[src/rtl/bag_pkg.sv]
package bag_pkg;

  // Kind of bus cycle, as decoded from the strobes and the display select
  typedef enum logic [1:0] {
    CYC_IDLE   = 2'd0,
    CYC_MEM    = 2'd1,
    CYC_PERIPH = 2'd2
  } cyc_kind_e;

  // Number of counter stages needed for a given tap position
  function automatic int tap_width(input int tap);
    return tap + 1;
  endfunction

endpackage

[src/rtl/bag_cycle_class.sv]
module bag_cycle_class
  import bag_pkg::*;
(
  input  logic      uds_n,
  input  logic      lds_n,
  input  logic      as_n,
  input  logic      disp_cs_n,
  output logic      strobe_act,
  output logic      periph_hold,
  output cyc_kind_e kind
);

  always_comb begin
    strobe_act  = ~uds_n | ~lds_n;
    periph_hold = ~disp_cs_n & ~as_n;
    if (~disp_cs_n)
      kind = CYC_PERIPH;
    else if (strobe_act)
      kind = CYC_MEM;
    else
      kind = CYC_IDLE;
  end

endmodule

[src/rtl/bag_strobe_ctr.sv]
module bag_strobe_ctr #(
  parameter int ACK_TAP = 1
) (
  input  logic clk,
  input  logic rst,
  input  logic strobe_act,
  output logic tap_hit
);
  import bag_pkg::*;

  localparam int CNT_W = tap_width(ACK_TAP);
  localparam logic [CNT_W-1:0] TAP_VAL = CNT_W'(1) << ACK_TAP;

  logic [CNT_W-1:0] cnt_q;

  generate
    if (ACK_TAP == 0) begin : g_single
      // One stage: acknowledge after the first strobe edge
      always_ff @(posedge clk) begin
        if (rst || !strobe_act) cnt_q <= '0;
        else                    cnt_q <= 1'b1;
      end
    end else begin : g_multi
      // Saturate once the tap stage is set, so the tap never drops
      always_ff @(posedge clk) begin
        if (rst || !strobe_act)  cnt_q <= '0;
        else if (!cnt_q[ACK_TAP]) cnt_q <= cnt_q + 1'b1;
      end
    end
  endgenerate

  assign tap_hit = cnt_q[ACK_TAP];

  logic unused_tap_val;
  assign unused_tap_val = ^TAP_VAL;

endmodule

[src/rtl/bag_ack_regs.sv]
module bag_ack_regs
  import bag_pkg::*;
(
  input  logic      clk,
  input  logic      rst,
  input  cyc_kind_e kind,
  input  logic      tap_hit,
  input  logic      periph_hold,
  output logic      dtack_n,
  output logic      vpa_n
);

  logic dtack_d, vpa_d;

  always_comb begin
    dtack_d = 1'b1;
    vpa_d   = 1'b1;
    unique case (kind)
      CYC_MEM:    dtack_d = ~tap_hit;
      CYC_PERIPH: vpa_d   = ~periph_hold;
      default:    ;
    endcase
  end

  always_ff @(posedge clk) begin
    if (rst) begin
      dtack_n <= 1'b1;
      vpa_n   <= 1'b1;
    end else begin
      dtack_n <= dtack_d;
      vpa_n   <= vpa_d;
    end
  end

endmodule

[src/rtl/bus_ack_gen.sv]
module bus_ack_gen #(
  parameter int ACK_TAP = 1
) (
  input  logic clk,
  input  logic rst,
  input  logic uds_n,
  input  logic lds_n,
  input  logic as_n,
  input  logic disp_cs_n,
  output logic dtack_n,
  output logic vpa_n
);
  import bag_pkg::*;

  logic      strobe_act;
  logic      periph_hold;
  logic      tap_hit;
  cyc_kind_e kind;

  bag_cycle_class u_class (
    .uds_n       (uds_n),
    .lds_n       (lds_n),
    .as_n        (as_n),
    .disp_cs_n   (disp_cs_n),
    .strobe_act  (strobe_act),
    .periph_hold (periph_hold),
    .kind        (kind)
  );

  bag_strobe_ctr #(.ACK_TAP(ACK_TAP)) u_ctr (
    .clk        (clk),
    .rst        (rst),
    .strobe_act (strobe_act),
    .tap_hit    (tap_hit)
  );

  bag_ack_regs u_regs (
    .clk         (clk),
    .rst         (rst),
    .kind        (kind),
    .tap_hit     (tap_hit),
    .periph_hold (periph_hold),
    .dtack_n     (dtack_n),
    .vpa_n       (vpa_n)
  );

endmodule

[config.mk]
export PLATFORM = sky130hd
export DESIGN_NAME = bus_ack_gen
export DESIGN_NICKNAME = d
export VERILOG_FILES = /design/src/rtl/bag_pkg.sv /design/src/rtl/bag_cycle_class.sv /design/src/rtl/bag_strobe_ctr.sv /design/src/rtl/bag_ack_regs.sv /design/src/rtl/bus_ack_gen.sv
export SDC_FILE = /design/constraint.sdc
export NUM_CORES = 1
export LEC_CHECK = 0
export BUFFER_PORTS_ARGS = -buffer_cell sky130_fd_sc_hd__buf_2
export CAP_MARGIN = 10
export CORE_AREA = 2 2 39 41
export DETAILED_ROUTE_END_ITERATION = 8
export DIE_AREA = 0 0 41 43
export PLACE_DENSITY = 0.32
export SLEW_MARGIN = 20
export SYNTH_ARGS = -nofsm -noshare
export SYNTH_HDL_FRONTEND = slang
export SYNTH_SLANG_ARGS = --single-unit
[constraint.sdc]
create_clock -name clk -period 0.8 [get_ports clk]
set_clock_uncertainty 0.2 [all_clocks]
set_input_delay 0.08 -clock clk [delete_from_list [all_inputs] [get_ports clk]]
set_output_delay 0.08 -clock clk [all_outputs]
set_load 0.005 [all_outputs]
== After elaboration in Yosys (flattened, before gate mapping) ==
Cells that the tools add are included.

* Add/subtract/negate cells: 1
* Equal/unequal tests: 2
* Mux-type cells: 3
* Bitwise gates (word level): 10
* Reduce and logical (&&, ||, !) cells: 4

{| class="wikitable"
|+ Operator list
! kind !! count
|-
| inverter 1 bit || 8
|-
| two-way mux 2 bit || 2
|-
| OR reduction 2 bit || 2
|-
| adder 2 x 1 -> 2 bit (second input constant) || 1
|-
| == test 2 x 1 -> 1 bit (second input constant) || 1
|-
| == test 2 bit (second input constant) || 1
|-
| bitwise AND 1 bit || 1
|-
| zero test 1 bit || 1
|-
| logical OR 1 bit || 1
|-
| two-way mux 1 bit || 1
|-
| bitwise OR 1 bit || 1
|}

* Bits in registers: 4
* Input port bits: 6
* Output and inout port bits: 2
* Word-level logic and storage cells: 24

== Depth between registers and ports, before layout ==
* Word-level depth: 7
* Gate-level depth with buffers: 2
* Depth with buffers taken out: 2

== Modules after synthesis ==
From an unflattened synthesis, not the netlist that was laid out.

* Cell total of the unflattened synthesis: 15
* Area, all modules: 151.4 um2

{| class="wikitable"
|+ Modules (own cells, without submodules)
! module !! times used !! cells an instance !! area an instance (um2) !! seq. area each (um2)
|-
| bag_strobe_ctr || 1 || 7 || 66.3 || 40.0
|-
| bag_ack_regs || 1 || 4 || 62.6 || 40.0
|-
| bag_cycle_class || 1 || 4 || 22.5 || 0.0
|}

== Worst setup path before layout ==
No wires, ideal clock.

* Path type: register to register
* Start point: register u_ctr.cnt_q[1]
* End point: register u_ctr.cnt_q[0]
* Library setup time: 114 ps
* Data arrival time: 513 ps
* Required time: 486 ps
* Path slack: -28 ps
* Cell stages (with the launch flop): 3
* Buffers on the path: 0
* Period minus slack after synthesis: 828 ps
* Path through: dfxtp_1 xor2_1 nor2_1

{| class="wikitable"
|+ RTL lines
! what !! RTL line !! RTL
|-
| start, declared || bag_strobe_ctr.sv:14 || <nowiki>logic [CNT_W-1:0] cnt_q;</nowiki>
|-
| start signal, assigned || bag_strobe_ctr.sv:27 || <nowiki>else if (!cnt_q[ACK_TAP]) cnt_q <= cnt_q + 1'b1;</nowiki>
|}

== Final worst setup path ==
* Start point: register u_regs.dtack_n
* End point: output dtack_n

{| class="wikitable"
|+ RTL lines
! what !! RTL line !! RTL
|-
| start, declared || bag_ack_regs.sv:9 || <nowiki>output logic dtack_n,</nowiki>
|-
| start signal, assigned || bag_ack_regs.sv:30 || <nowiki>dtack_n <= dtack_d;</nowiki>
|-
| end, declared || bus_ack_gen.sv:10 || <nowiki>output logic dtack_n,</nowiki>
|}

No word-level cell between the ends.

==> results.cfg <==
[status]
status = complete, but fails checks
violations = negative hold slack, negative setup slack

[critical_path]
path_class = register to primary output
start_kind = register
cpPeakStageDelay_ns = 0.29
crit_buf_inv = 1
endpoint_kind = primary output
arrival_ns = 0.63
crit_required_ns = 0.52
crit_family = flip-flops
crit_chain = buf_2
slowest_stage = dfxtp_1
path_max_fanout = 1

[routing]
vias = 120
routedWlPerCell_um = 7.95
avgViaCountPerCell = 3.16
routed.top_layer = met3
drt-met1-wl_um = 123
drc = 0
first_pass_iters = 2
met2WireLength_um = 99
final_antenna_net_count = 0
drt-initial-drc-count = 1
wl_met3_um = 79
routed_wl_um = 302

[sta]
worst_slack_ns = -0.109
setup_tns_ns = -0.283
hold_violations = 4
finalMaxSlewViolations = 0
holdWs_ns = -0.156
tightest_slew_ns = 0.132
slew_headroom = 0.912
rsz0062_at_grt = true
period_needed_ns = 0.909
min_period_over_period = 1.14
setup_violations = 3
fmax_mhz = 1100

[grt]
grt-ovfl-total = 0
antenna_found_initial = 0
grt_usage = 0.0432
grt_max_degree = 4
grt_pass1_vias = 111
grt_pass1_wl_um = 407

[final_layout]
nets = 30
diodes = 0
final_cell_mix = buf_2, clkbuf_4, nor2_1, dfxtp_2, dfxtp_1
syn2layout_area_growth_pct = 66.0
mostFrequentLayoutCell = buf_2
drive_above_1_share = 0.636

[power_and_ir_drop]
vdd_drop_max_mv = 0.889
power.leakage_uw = 0.0000931
power.total_uw = 509
powerDensity_mw_per_mm2 = 2450

[placement]
post-place-ws_ns = -0.0843
gp_congestion = 0.492
portBuffers = 7

[clock_network]
numCtsBuffers = 3
cts_tree = yes
htreeDepth = 1
clkTransAtPathRegs_ns = 0.04
cts_buffer_depth = 2
clkSinkCount = 4
cts_setup_buffers = 0
worstSkewPairLatency_ns = 0.23
cts-root-buf = clkbuf_4

[synth]
syn_inst = 12
synth_xor_area_frac = 0.0700
synth_compound_area_frac = 0.110
synth-simple-area-share = 0.180
synth-adder-area-share = 0
yosysWarnings = 0
synth_top_family_by_area = simple AND/OR/NAND/NOR gates
ys_types = 7
syn_area_per_cell_um2 = 10.4
synthMuxAreaShare = 0
ys_seq_area_frac = 0.640
ys_seq_elements = 4
syn_nets = 18
synth.cell_area_um2 = 125

[floorplan]
die_w_um = 41
core_area_mm2 = 0.00138
die_area_mm2 = 0.00176
fp.dieH_um = 43
start_util = 0.0904
row_count = 14
ios = 8

[flow_run]
cap_viol_max_count = 0

[min_path]
hold_path.class = input port to register
==> worst paths after layout <==
kind	startpoint	endpoint	slack (ns)	cells after the start
setup / recovery	u_regs.dtack_n	dtack_n	-0.11	1
hold / removal	disp_cs_n	u_regs.dtack_n	-0.16	2
setup reg to reg	u_ctr.cnt_q[1]	u_ctr.cnt_q[0]	-0.07	2
hold reg to reg	u_ctr.cnt_q[1]	u_regs.dtack_n	0.21	1
==> area by class of cell <==
| class | instances | area [um^2] |
|---|---|---|
| well taps | 16 | 20.0 |
| repair buffers | 7 | 35.0 |
| clock buffers | 3 | 22.5 |
| flip-flops and latches | 4 | 82.6 |
| fillers | 155 | 1180 |
| multi-input cells | 8 | 47.5 |
==> flip-flops by register name (all words and copies together), names as in the netlist <==
register,count
u_regs.vpa_n,1
u_regs.dtack_n,1
u_ctr.cnt_q,2
==> power by group <==
part / switching, uW / internal [uW]
logic: 18.4 / 25.0
clock network: 70.4 / 167
registers: 10.9 / 217
total: 99.7 / 409
==> routing by layer <==
metal,vias to the layer above,GRT usage
li1,60,-
met1,50,0.0418
met2,10,0.0344
met3,0,0.0995
met4,0,0
met5,-,0
==> logic make-up after synthesis <==
logic type	after synthesis
flops	4
xor+xnor	1
compound gates	2
simple gates	5
==> timing repair <==
action                     CTS  global route
pin swaps                    0             0
resized for setup            0             1
gates cloned                 0             0
hold endpoints to repair     4             4
setup endpoints to repair    3             4
==> stage by stage <==
| stage | cell area, um^2 | cells | hold slack, ns | util |
|---|---|---|---|---|
| 6_report | 208 | 38 | -0.156 | 0.150 |
| 5_1_grt | 208 | 38 | -0.160 | 0.150 |
| 4_1_cts | 205 | 38 | -0.160 | 0.148 |
| 3_5_place_dp | 183 | 35 | 0.0811 | 0.132 |
| 3_3_place_gp | 183 | 35 | 0.0728 | 0.132 |
| 2_1_floorplan | 128 | 12 | -0.0359 | - |
==> cell usage after synthesis <==
master	count	area, um^2
a21o_2	1	8.76
a21oi_1	1	5.00
dfxtp_1	4	80.1
nand3_1	1	5.00
nor2_1	3	11.3
or3_1	1	6.26
xor2_1	1	8.76
(Power assumes the default switching activity.)
